[config.mk]
export PLATFORM = sky130hd
export DESIGN_NAME = rank_cmd_sel
export DESIGN_NICKNAME = d
export VERILOG_FILES = /design/src/rtl/rcs_pkg.sv /design/src/rtl/rcs_pick.sv /design/src/rtl/rcs_mode.sv /design/src/rtl/rcs_track.sv /design/src/rtl/rank_cmd_sel.sv
export SDC_FILE = /design/constraint.sdc
export NUM_CORES = 1
export LEC_CHECK = 0
export BUFFER_PORTS_ARGS = -buffer_cell sky130_fd_sc_hd__buf_4
export CAP_MARGIN = 5
export CELL_PAD_IN_SITES_DETAIL_PLACEMENT = 0
export CELL_PAD_IN_SITES_GLOBAL_PLACEMENT = 2
export CORE_ASPECT_RATIO = 1.25
export CORE_UTILIZATION = 32
export CTS_BUF_LIST = sky130_fd_sc_hd__clkbuf_4 sky130_fd_sc_hd__clkbuf_8
export CTS_CLUSTER_SIZE = 14
export DETAILED_ROUTE_END_ITERATION = 12
export PLACE_DENSITY_LB_ADDON = 0.15
export SYNTH_ARGS = -nofsm -noshare
export SYNTH_HDL_FRONTEND = slang
export SYNTH_SLANG_ARGS = --single-unit
[constraint.sdc]
create_clock -name clk -period 5.63 [get_ports clk]
set_clock_uncertainty 0.05 [all_clocks]
set_input_delay 0.563 -clock clk [delete_from_list [all_inputs] [get_ports clk]]
set_output_delay 0.563 -clock clk [all_outputs]
set_load 0.1 [all_outputs]
[src/rtl/rcs_pkg.sv]
package rcs_pkg;

    typedef enum logic {
        DIR_RD = 1'b0,
        DIR_WR = 1'b1
    } dir_e;

    // number of set bits in a mask of up to 64 slots
    function automatic int unsigned bits_set(input logic [63:0] v);
        int unsigned n;
        n = 0;
        for (int i = 0; i < 64; i++) begin
            n += int'(v[i]);
        end
        return n;
    endfunction

    // empty cycles the bus must see before a burst of the given kind
    function automatic int unsigned spacing_need(
        input logic        have_prev,
        input dir_e        prev_dir,
        input dir_e        next_dir,
        input logic        same_rank,
        input int unsigned t_cs,
        input int unsigned t_rtw,
        input int unsigned t_wtr
    );
        int unsigned n;
        n = 0;
        if (have_prev) begin
            if (prev_dir != next_dir) begin
                n = (prev_dir == DIR_RD) ? t_rtw : t_wtr;
            end
            if (!same_rank) begin
                n += t_cs;
            end
        end
        return n;
    endfunction

endpackage

[src/rtl/rcs_pick.sv]
module rcs_pick
    import rcs_pkg::*;
#(
    parameter int DEPTH  = 4,
    parameter int RANK_W = 2,
    parameter int IDX_W  = 2
) (
    input  logic [DEPTH-1:0]        valid,
    input  logic [DEPTH-1:0]        ready,
    input  logic [DEPTH*RANK_W-1:0] ranks,
    input  logic                    pref_en,
    input  logic [RANK_W-1:0]       pref_rank,
    output logic                    found,
    output logic [IDX_W-1:0]        idx,
    output logic [RANK_W-1:0]       sel_rank
);

    logic             any_hit;
    logic             pref_hit;
    logic [IDX_W-1:0] any_idx;
    logic [IDX_W-1:0] pref_idx;

    // scan from youngest to oldest so the lowest index wins
    always_comb begin
        any_hit  = 1'b0;
        pref_hit = 1'b0;
        any_idx  = '0;
        pref_idx = '0;
        for (int i = DEPTH - 1; i >= 0; i--) begin
            if (valid[i] && ready[i]) begin
                any_hit = 1'b1;
                any_idx = IDX_W'(i);
                if (pref_en && (ranks[i*RANK_W +: RANK_W] == pref_rank)) begin
                    pref_hit = 1'b1;
                    pref_idx = IDX_W'(i);
                end
            end
        end
    end

    assign found    = any_hit;
    assign idx      = pref_hit ? pref_idx : any_idx;
    assign sel_rank = ranks[idx*RANK_W +: RANK_W];

endmodule

[src/rtl/rcs_mode.sv]
module rcs_mode
    import rcs_pkg::*;
#(
    parameter int OCC_W = 3,
    parameter int HI_TH = 3,
    parameter int LO_TH = 1
) (
    input  logic             clk,
    input  logic             rst,
    input  logic [OCC_W-1:0] rd_occ,
    input  logic [OCC_W-1:0] wr_occ,
    output dir_e             dir
);

    dir_e dir_q;
    dir_e dir_d;
    logic wr_at_hi;
    logic wr_at_lo;
    logic rd_empty;
    logic wr_empty;

    assign wr_at_hi = (32'(wr_occ) >= 32'(HI_TH));
    assign wr_at_lo = (32'(wr_occ) <= 32'(LO_TH));
    assign rd_empty = (rd_occ == '0);
    assign wr_empty = (wr_occ == '0);

    always_comb begin
        dir_d = dir_q;
        if (dir_q == DIR_RD) begin
            if (wr_at_hi || (rd_empty && !wr_empty)) begin
                dir_d = DIR_WR;
            end
        end else begin
            if (wr_empty || (!rd_empty && wr_at_lo)) begin
                dir_d = DIR_RD;
            end
        end
    end

    always_ff @(posedge clk) begin
        if (rst) begin
            dir_q <= DIR_RD;
        end else begin
            dir_q <= dir_d;
        end
    end

    assign dir = dir_q;

    // a full-enough write queue moves the bus to writes
    p_enter_wr_r8: assert property (@(posedge clk) disable iff (rst)
        (dir == DIR_RD && 32'(wr_occ) >= 32'(HI_TH)) |=> (dir == DIR_WR));

    // no writes queued keeps the bus on reads
    p_rd_stays_r8: assert property (@(posedge clk) disable iff (rst)
        (dir == DIR_RD && wr_occ == '0) |=> (dir == DIR_RD));

    // above the low threshold the write run continues
    p_wr_stays_r9: assert property (@(posedge clk) disable iff (rst)
        (dir == DIR_WR && 32'(wr_occ) > 32'(LO_TH)) |=> (dir == DIR_WR));

    // an empty write queue always ends write direction
    p_wr_leaves_r9: assert property (@(posedge clk) disable iff (rst)
        (dir == DIR_WR && wr_occ == '0) |=> (dir == DIR_RD));

endmodule

[src/rtl/rcs_track.sv]
module rcs_track
    import rcs_pkg::*;
#(
    parameter int RANK_W = 2,
    parameter int CNT_W  = 8,
    parameter int T_CS   = 2,
    parameter int T_RTW  = 3,
    parameter int T_WTR  = 4
) (
    input  logic              clk,
    input  logic              rst,
    input  logic              issue,
    input  dir_e              cur_dir,
    input  logic [RANK_W-1:0] cand_rank,
    output logic              spacing_ok,
    output logic              have_prev,
    output dir_e              prev_dir,
    output logic [RANK_W-1:0] prev_rank,
    output logic [CNT_W-1:0]  rd_run,
    output logic [CNT_W-1:0]  wr_run
);

    localparam int TURN_MAX = (T_RTW > T_WTR) ? T_RTW : T_WTR;
    localparam int IDLE_W   = $clog2(T_CS + TURN_MAX + 2);
    localparam logic [IDLE_W-1:0] IDLE_MAX = '1;
    localparam logic [CNT_W-1:0]  RUN_MAX  = '1;

    logic [IDLE_W-1:0] idle_q;
    logic              have_q;
    dir_e              pdir_q;
    logic [RANK_W-1:0] prank_q;
    logic [CNT_W-1:0]  rd_run_q;
    logic [CNT_W-1:0]  wr_run_q;
    int unsigned       need;

    always_comb begin
        need = spacing_need(have_q, pdir_q, cur_dir, (prank_q == cand_rank),
                            unsigned'(T_CS), unsigned'(T_RTW), unsigned'(T_WTR));
    end

    assign spacing_ok = (32'(idle_q) >= need);

    always_ff @(posedge clk) begin
        if (rst) begin
            idle_q   <= '0;
            have_q   <= 1'b0;
            pdir_q   <= DIR_RD;
            prank_q  <= '0;
            rd_run_q <= '0;
            wr_run_q <= '0;
        end else if (issue) begin
            idle_q  <= '0;
            have_q  <= 1'b1;
            pdir_q  <= cur_dir;
            prank_q <= cand_rank;
            if (cur_dir == DIR_RD) begin
                if (have_q && pdir_q == DIR_RD) begin
                    rd_run_q <= (rd_run_q == RUN_MAX) ? rd_run_q : rd_run_q + 1'b1;
                end else begin
                    rd_run_q <= CNT_W'(1);
                end
            end else begin
                if (have_q && pdir_q == DIR_WR) begin
                    wr_run_q <= (wr_run_q == RUN_MAX) ? wr_run_q : wr_run_q + 1'b1;
                end else begin
                    wr_run_q <= CNT_W'(1);
                end
            end
        end else begin
            idle_q <= (idle_q == IDLE_MAX) ? idle_q : idle_q + 1'b1;
        end
    end

    assign have_prev = have_q;
    assign prev_dir  = pdir_q;
    assign prev_rank = prank_q;
    assign rd_run    = rd_run_q;
    assign wr_run    = wr_run_q;

    // a read following a read extends the read run
    p_run_inc_r10: assert property (@(posedge clk) disable iff (rst)
        (issue && have_q && pdir_q == DIR_RD && cur_dir == DIR_RD && rd_run_q != RUN_MAX)
        |=> (rd_run_q == $past(rd_run_q) + 1'b1));

    // the first write after reads restarts the write run
    p_run_start_r10: assert property (@(posedge clk) disable iff (rst)
        (issue && cur_dir == DIR_WR && (!have_q || pdir_q == DIR_RD))
        |=> (wr_run_q == CNT_W'(1)));

    // reads leave the write run untouched
    p_run_keep_r10: assert property (@(posedge clk) disable iff (rst)
        (issue && cur_dir == DIR_RD) |=> $stable(wr_run_q));

endmodule

[src/rtl/rank_cmd_sel.sv]
module rank_cmd_sel
    import rcs_pkg::*;
#(
    parameter int DEPTH  = 4,
    parameter int RANK_W = 2,
    parameter int T_CS   = 2,
    parameter int T_RTW  = 3,
    parameter int T_WTR  = 4,
    parameter int HI_TH  = 3,
    parameter int LO_TH  = 1,
    parameter int CNT_W  = 8,
    localparam int IDX_W = (DEPTH > 1) ? $clog2(DEPTH) : 1
) (
    input  logic                    clk,
    input  logic                    rst,
    input  logic [DEPTH-1:0]        rd_valid,
    input  logic [DEPTH-1:0]        rd_ready,
    input  logic [DEPTH*RANK_W-1:0] rd_rank,
    input  logic [DEPTH-1:0]        wr_valid,
    input  logic [DEPTH-1:0]        wr_ready,
    input  logic [DEPTH*RANK_W-1:0] wr_rank,
    output logic                    grant_valid,
    output logic                    grant_write,
    output logic [IDX_W-1:0]        grant_idx,
    output logic [RANK_W-1:0]       grant_rank,
    output logic                    hold,
    output logic                    write_mode,
    output logic [CNT_W-1:0]        rd_run,
    output logic [CNT_W-1:0]        wr_run
);

    localparam int OCC_W = $clog2(DEPTH + 1);
    localparam int NQ    = 2;

    logic [DEPTH-1:0]        q_valid [NQ];
    logic [DEPTH-1:0]        q_ready [NQ];
    logic [DEPTH*RANK_W-1:0] q_rank  [NQ];
    logic                    p_found [NQ];
    logic [IDX_W-1:0]        p_idx   [NQ];
    logic [RANK_W-1:0]       p_rank  [NQ];

    logic [OCC_W-1:0]  rd_occ;
    logic [OCC_W-1:0]  wr_occ;
    dir_e              cur_dir;
    logic              cur_q;
    logic              cand_found;
    logic [RANK_W-1:0] cand_rank;
    logic              spacing_ok;
    logic              have_prev;
    dir_e              prev_dir;
    logic [RANK_W-1:0] prev_rank;

    assign q_valid[0] = rd_valid;
    assign q_valid[1] = wr_valid;
    assign q_ready[0] = rd_ready;
    assign q_ready[1] = wr_ready;
    assign q_rank[0]  = rd_rank;
    assign q_rank[1]  = wr_rank;

    assign rd_occ = OCC_W'(bits_set(64'(rd_valid)));
    assign wr_occ = OCC_W'(bits_set(64'(wr_valid)));

    // one picker per queue; queue 0 serves reads, queue 1 serves writes
    for (genvar q = 0; q < NQ; q++) begin : g_q
        logic q_pref;
        assign q_pref = have_prev && (prev_dir == dir_e'(1'(q)));
        rcs_pick #(
            .DEPTH (DEPTH),
            .RANK_W(RANK_W),
            .IDX_W (IDX_W)
        ) u_pick (
            .valid    (q_valid[q]),
            .ready    (q_ready[q]),
            .ranks    (q_rank[q]),
            .pref_en  (q_pref),
            .pref_rank(prev_rank),
            .found    (p_found[q]),
            .idx      (p_idx[q]),
            .sel_rank (p_rank[q])
        );
    end

    rcs_mode #(
        .OCC_W(OCC_W),
        .HI_TH(HI_TH),
        .LO_TH(LO_TH)
    ) u_mode (
        .clk   (clk),
        .rst   (rst),
        .rd_occ(rd_occ),
        .wr_occ(wr_occ),
        .dir   (cur_dir)
    );

    assign cur_q      = (cur_dir == DIR_WR);
    assign cand_found = p_found[cur_q];
    assign cand_rank  = p_rank[cur_q];

    rcs_track #(
        .RANK_W(RANK_W),
        .CNT_W (CNT_W),
        .T_CS  (T_CS),
        .T_RTW (T_RTW),
        .T_WTR (T_WTR)
    ) u_track (
        .clk       (clk),
        .rst       (rst),
        .issue     (grant_valid),
        .cur_dir   (cur_dir),
        .cand_rank (cand_rank),
        .spacing_ok(spacing_ok),
        .have_prev (have_prev),
        .prev_dir  (prev_dir),
        .prev_rank (prev_rank),
        .rd_run    (rd_run),
        .wr_run    (wr_run)
    );

    assign grant_valid = cand_found && spacing_ok;
    assign hold        = cand_found && !spacing_ok;
    assign grant_write = cur_q;
    assign grant_idx   = p_idx[cur_q];
    assign grant_rank  = cand_rank;
    assign write_mode  = cur_q;

    // only occupied, bank-ready slots are granted
    p_grant_entry_r3: assert property (@(posedge clk) disable iff (rst)
        grant_valid |-> (q_valid[cur_q][grant_idx] && q_ready[cur_q][grant_idx]));

    // a rank change never follows a grant on the next cycle
    if (T_CS > 0) begin : g_rank_gap
        p_rank_gap_r6: assert property (@(posedge clk) disable iff (rst)
            grant_valid |=> !(grant_valid && grant_rank != $past(grant_rank)));
    end

    // a direction change never follows a grant on the next cycle
    if (T_RTW > 0 && T_WTR > 0) begin : g_turn_gap
        p_turn_gap_r7: assert property (@(posedge clk) disable iff (rst)
            grant_valid |=> !(grant_valid && grant_write != $past(grant_write)));
    end

    // hold and grant are exclusive and hold needs a candidate slot
    p_hold_cand_r11: assert property (@(posedge clk) disable iff (rst)
        hold |-> (!grant_valid && (q_valid[cur_q] & q_ready[cur_q]) != '0));

endmodule

# Word level (Yosys, flattened, before mapping)
# Index checks and enable logic that the tools add are counted.
# Widths: inputs -> output; s select.
# word_totals
in_bits,34
wordCells,144
regBits,24
# op_classes
n_eq_ne,15
reduce_logical,32
order_cmp,4
shifts,2
addsub,10
bitwise,3
mux,71
# ops
operator,n
$mux 32,4
$mux 2,32
$add 32x2->32 const B,1
$ge 3x32->1,1
$mux 8,4
$mux 1,30
$logic_and 1x1->1,22
$eq 2x2->1,9
$add 8x1->8 const B,2
$eq 8x8->1 const B,2
$shiftx 8x4->2,2
$add 2x1->3,2
$add 3x1->3,2
$logic_not 3->1,2
$reduce_and 3->1,2
$add 1x1->2,2
$ne 2x2->1 const B,2
$add 3x1->3 const B,1
$eq 3x3->1 const B,1
$ge 3x2->1 const B,1
$le 3x1->1 const B,1
$logic_not 1->1,3
$mux 3,1
$ge 2x2->1 const B,1
other kinds (5),7

# Depth between registers and ports, before layout
# logic_depth
depth_word,22
depth_mapped,21

# By module
# A second synthesis with hierarchy kept.
# unflattened
hier_cells,263
area_unflattened_um2,2144.6
# by_module_without_submodules
mod,seq_area_each_um2,instances,cells_per_inst,area_per_inst_um2
rcs_track,460.4,1,153,1298.7
rcs_pick,0.0,2,39,287.8
rank_cmd_sel,0.0,1,26,212.7
rcs_mode,20.0,1,6,57.6

# Worst setup path before layout
# Ideal clock, no wire load.
# synth_timing
path_type,register to output
start,register u_track.pdir_q (netlist: u_track.prev_dir)
end,output hold
path_slack_ns,-0.395
stages_incl_launch_ff,17
arrival_time_ns,5.412
path_cell_list,dfxtp_1 > buf_6 > nand2b_4 > buf_6 > or4_4 > and3_4 > a31oi_1 > o221ai_1 > o22ai_2 > xor2_2 > nor2_1 > xnor2_1 > nand2_1 > ha_1 > a21o_1 > a21o_1 > a21oi_1
# synth_between
elab_chain_len,22
word_cells_on_any_way,61
classes_between,add/sub: 1; order compare: 1; eq/ne: 2; shift: 2; mux: 42; bitwise: 1; reduce/logical: 12
# synth_lines
element,line,source
"start, declared",rcs_track.sv:30,dir_e pdir_q;
"start signal, assigned",rcs_track.sv:54,pdir_q <= cur_dir;
$not 1->1,n/a,
$logic_and 1x1->1,rank_cmd_sel.sv:66,assign q_pref = have_prev && (prev_dir == dir_e'(1'(q)));
$logic_and 1x1->1,rcs_pick.sv:33,if (pref_en && (ranks[i*RANK_W +: RANK_W] == pref_rank)) begin
$mux 2 / $mux 1 (equally long branches),rcs_pick.sv:33,
$mux 2 / $mux 1 (equally long branches),rcs_pick.sv:30,if (valid[i] && ready[i]) begin
$mux 2 / $mux 1 (equally long branches),rcs_pick.sv:33,
$mux 2 / $mux 1 (equally long branches),rcs_pick.sv:30,
$mux 2 / $mux 1 (equally long branches),rcs_pick.sv:33,
[5 not listed],n/a,
$mux 2 (not written as such) * (3 in a row),rank_cmd_sel.sv:97,assign cand_rank = p_rank[cur_q];
via grant_rank[1],rank_cmd_sel.sv:25,"output logic [RANK_W-1:0] grant_rank,"
$eq 2x2->1 *,rcs_track.sv:37,"need = spacing_need(have_q, pdir_q, cur_dir, (prank_q == cand_rank),"
$mux 32 *,rcs_pkg.sv:34,if (!same_rank) begin
$mux 32 *,rcs_pkg.sv:30,if (have_prev) begin
$ge 3x32->1 *,rcs_track.sv:41,assign spacing_ok = (32'(idle_q) >= need);
$logic_not 1->1 *,rank_cmd_sel.sv:120,assign hold = cand_found && !spacing_ok;
$logic_and 1x1->1 *,rank_cmd_sel.sv:120,
"end, declared",rank_cmd_sel.sv:26,"output logic hold,"
# Mark *: on every way through the listed nets, which the timed path passes. The rest lies on a longest branch. The select of a mux whose other input is x is not followed.

# Worst setup path after layout
# layout_timing
start,register u_track.have_q (netlist: u_track.have_prev)
end,output grant_valid
# layout_between
elab_chain_len,20
word_cells_on_any_way,54
classes_between,order compare: 1; eq/ne: 1; shift: 2; mux: 39; reduce/logical: 11
# layout_lines
element,line,source
"start, declared",rcs_track.sv:29,logic have_q;
"start signal, assigned",rcs_track.sv:46,have_q <= 1'b0;
"start signal, assigned",rcs_track.sv:53,have_q <= 1'b1;
$logic_and 1x1->1,rank_cmd_sel.sv:66,
$logic_and 1x1->1,rcs_pick.sv:33,
$mux 2 / $mux 1 (equally long branches),rcs_pick.sv:33,
$mux 2 / $mux 1 (equally long branches),rcs_pick.sv:30,
$mux 2 / $mux 1 (equally long branches),rcs_pick.sv:33,
$mux 2 / $mux 1 (equally long branches),rcs_pick.sv:30,
$mux 2 / $mux 1 (equally long branches),rcs_pick.sv:33,
$mux 2 / $mux 1 (equally long branches),rcs_pick.sv:30,
[2 not listed],n/a,
$mux 2,rcs_pick.sv:42,assign idx = pref_hit ? pref_idx : any_idx;
$shiftx 8x4->2,rcs_pick.sv:43,assign sel_rank = ranks[idx*RANK_W +: RANK_W];
$mux 2 (not written as such) (3 in a row),rank_cmd_sel.sv:97,
$eq 2x2->1,rcs_track.sv:37,
$mux 32,rcs_pkg.sv:34,
$mux 32 *,rcs_pkg.sv:30,
$ge 3x32->1 *,rcs_track.sv:41,
$logic_and 1x1->1 *,rank_cmd_sel.sv:119,assign grant_valid = cand_found && spacing_ok;
"end, declared",rank_cmd_sel.sv:22,"output logic grant_valid,"
# Every way passes the cells marked *; elsewhere a longest branch is shown, timed or not. The select of a mux whose other input is x is not followed.

==> results.md <==
- Status: complete, no violations
- Synthesis-to-finish area growth: 22.1%
- Final setup TNS: 0 ns
- Final WL: around 6.7 mm
- Total gr overflow: 0
- Synthesized area: ~0.0023 mm²
- # DRC: 0
- Share of layout cells above drive strength 1: between 20 and 30%
- Switching Power: 0.000630 W
- Power share of the combinational group: 68.4%
- RSZ-0062 raised after global routing: false
- Clock root buffer: clkbuf_8
- Worst slew pin tran: between 0.7 and 0.8 ns
- Max-Cap Viols: 0
- Yosys warns: 0
- Leak: 1.22 nW
- Maximum level of the CTS H-tree: 1
- Routed Antenna Nets: 0
- Switching share of power: between 50% and 60%
- Worst setup margin: approximately 0.31 ns
- Max stage delay on crit path: between 0.5 and 0.6 ns
- Critical path class: flip-flop to primary output
- Initial Util: about a third
- Tmin final: 5.32 ns
- # resized after CTS: 0
- Arr. time, crit path: 4.71 ns
- Yosys top cell area share: between 20 and 25%
- CTS max path bufs: 2
- Avg WL per Cell: 16.1 µm
- Gpl congestion: 0.815
- CTS sink cnt: 24
- Crit path required time: 5.02 ns
- Peak VDD IR: 0.397 mV
- CP Capture Type: primary output
- Fin crit share: roughly 95%
- Final #Nets: between 300 and 400
- Final Max Tran Viols: 0
- Clock-pin slew on the worst setup and hold paths: 0.09 ns
- Startpoint type of the worst setup path: flip-flop
- Mapped Cells: between 200 and 300
- Finished Layout Cells: about 420
- Post-Syn Nets: roughly 320
- Clock buffer count from CTS: 3
- Worst Hold Class: flip-flop to flip-flop
- Die Width: between 70 and 80 µm
- Endpoints failing setup: 0
- Int Power: ~0.0005 W
- Setup WS pre-CTS: between 0.5 and 0.6 ns
- Seq cells post-synth: 24
- Clock Latency Late Sink: around 0.26 ns
- DP HPWL: ~5.3 mm
- Post-synth top flop: dfxtp_1
- Slowest CP cell: or4_4
- First-pass GRT wire length: 11.3 mm
- Tot GR Track Use: about a fifth
- Reg power frac: 21.1%
- Area of the core: approximately 0.007 mm²
- Die Ht: between 90 and 100 µm
- Placed insts: just over 400
- Slew HR: between 50% and 60%
- First drt pass iteration count: 4
- Hold Violations, Final: 0
- Max FO, Critical Path: 10
- PortBufs: 57
- Antenna cells: 0
- Vias in the first global route: between 2k and 2.5k
- Number of cell rows: 34
- Hold_buf cts: 0
- CP cell instances: buf_4 -> nand2b_4 -> or4_4 -> and3_4 -> or3_4 -> a211oi_2 -> o22ai_2 -> xor2_2 -> nor2_1 -> xnor2_1 -> nand2_1 -> ha_1 -> a21o_1 -> a21o_1 -> or2b_2 -> nor2_4 -> buf_4
- I/O pins: 58
- Pwr/cell area: ~400 mW/mm²
- Initial antenna violation count: 0
- Design area: 0.00285 mm²
- Yosys cell types: between 60 and 70
- Die ar.: ~0.0076 mm²
- Vias: 2287
- Placed cell area: 0.00279 mm²
- Sequential fraction of the synthesis area: about 20%
- Synth area leader: dfxtp_1
- Clock group share of total power: 10.5%
- Avg Cell Area, Syn: approximately 8.6 µm²
- CTS tree: done
- Post-CTS Setup Inserts: 0
- Vias per cell: about 5.5
- Fmax: approximately 190 MHz
- Largest net degree at the start of global routing: 22
- Largest cells by area after synthesis: dfxtp_1 (21%), ha_1 (7.5%), a32o_1 (5.1%)
- EDFF count, synth: 0
- Ys async rst share: 0%
- DR iter-0 viols: approximately 160
-- placed cells by master, fill, tap and decap left out, types with 9 or more instances in the layout --
cell,Yosys,routed
xor2_1,13,13
o21ai_0,12,12
ha_1,14,14
inv_1,18,18
nand2_1,23,23
dfxtp_1,24,24
o211ai_1,10,10
a32o_1,12,12
nor2_1,9,9
buf_4,1,64
nand3_1,12,12
-- stage by stage --
stage | power [W] | hold WS, ns | util (%)
global route | 0.00121 | 0.530 | 40.6
detailed placement | 0.00102 | 0.452 | 39.8
floorplan | 0.000876 | 0.474 | -
finish | 0.00113 | 0.468 | 40.6
CTS | 0.00114 | 0.473 | 40.6
global placement | 0.00102 | 0.458 | 39.8
-- path summary, 6_finish.rpt --
check	slack [ns]	cells after the start	end	from
setup / recovery	0.31	17	grant_valid	u_track.have_prev$_SDFFE_PP0P_
hold / removal	0.47	2	u_track.rd_run[1]$_SDFFE_PP0P_	u_track.rd_run[1]$_SDFFE_PP0P_
setup reg to reg	0.78	18	u_track.wr_run[2]$_SDFFE_PP0P_	u_track.have_prev$_SDFFE_PP0P_
hold reg to reg	0.47	2	u_track.rd_run[1]$_SDFFE_PP0P_	u_track.rd_run[1]$_SDFFE_PP0P_
-- Yosys cell counts, types with 3 or more instances --
cell	number
dfxtp_1	24
nand2_1	23
inv_1	18
ha_1	14
xor2_1	13
a32o_1	12
nand3_1	12
o21ai_0	12
o211ai_1	10
nor2_1	9
nor3_1	8
nor3b_1	8
and3_1	7
buf_6	7
a21oi_1	6
nor4_1	6
mux2i_1	5
xnor2_1	5
a211oi_1	4
nand4_1	4
a31oi_1	3
and2_1	3
o21a_1	3
-- critical path, delay by kind of cell, from the launching register on --
family	cells	cell delay [ns]
flip-flops	1	0.50
AO/OA/AOI/OAI	4	0.64
buffers and inverters	2	0.56
AND/OR/NAND/NOR	8	2.02
adder cells (fa/ha/maj)	1	0.28
XOR/XNOR	2	0.45
-- cell type report --
class	instances	area (µm²)
Fill cell	764	4170
Multi-Input combinational cell	216	1650
Timing Repair Buffer	64	480
Tap cell	90	113
Sequential cell	24	480
Inverter	18	67.6
Clock buffer	4	55.1
-- sequential cells by signal, indices dropped and copies added, names as in the netlist --
name	count
u_track.rd_run	8
u_track.have_prev	1
u_mode.dir	1
u_track.prev_dir	1
u_track.idle_q	3
u_track.prev_rank	2
u_track.wr_run	8
-- cells by family after synthesis --
| group | count (synthesis) | share of synthesized area [%] |
|---|---|---|
| xor gates and xnor gates | 20 | 8.15 |
| adders and majority gates | 17 | 9.65 |
| and+or+nand+nor | 99 | 24.9 |
| muxes | 5 | 2.14 |
| DFF | 24 | 20.6 |
| AOI/OAI and AO/OA | 75 | 25.6 |
| buffers and inverters | 32 | 8.95 |
-- per-layer routing --
layer	up-vias	routed length (µm)	global-route usage, %
met5	-	0	0
met4	0	129	5.70
met3	8	214	1.03
met2	59	3570	35.2
met1	1086	2780	22.2
li1	1134	-	-
-- power groups by stage --
stage | Clock, W | Combinational [W] | Sequential (W)
after floorplan | 0 | 0.000602 | 0.000274
after global placement | 0 | 0.000775 | 0.000245
after detailed placement | 0 | 0.000780 | 0.000243
after CTS | 0.000123 | 0.000781 | 0.000239
after global routing | 0.000132 | 0.000830 | 0.000245
final | 0.000119 | 0.000774 | 0.000239
Note: power is estimated with default switching activity, not from simulation.
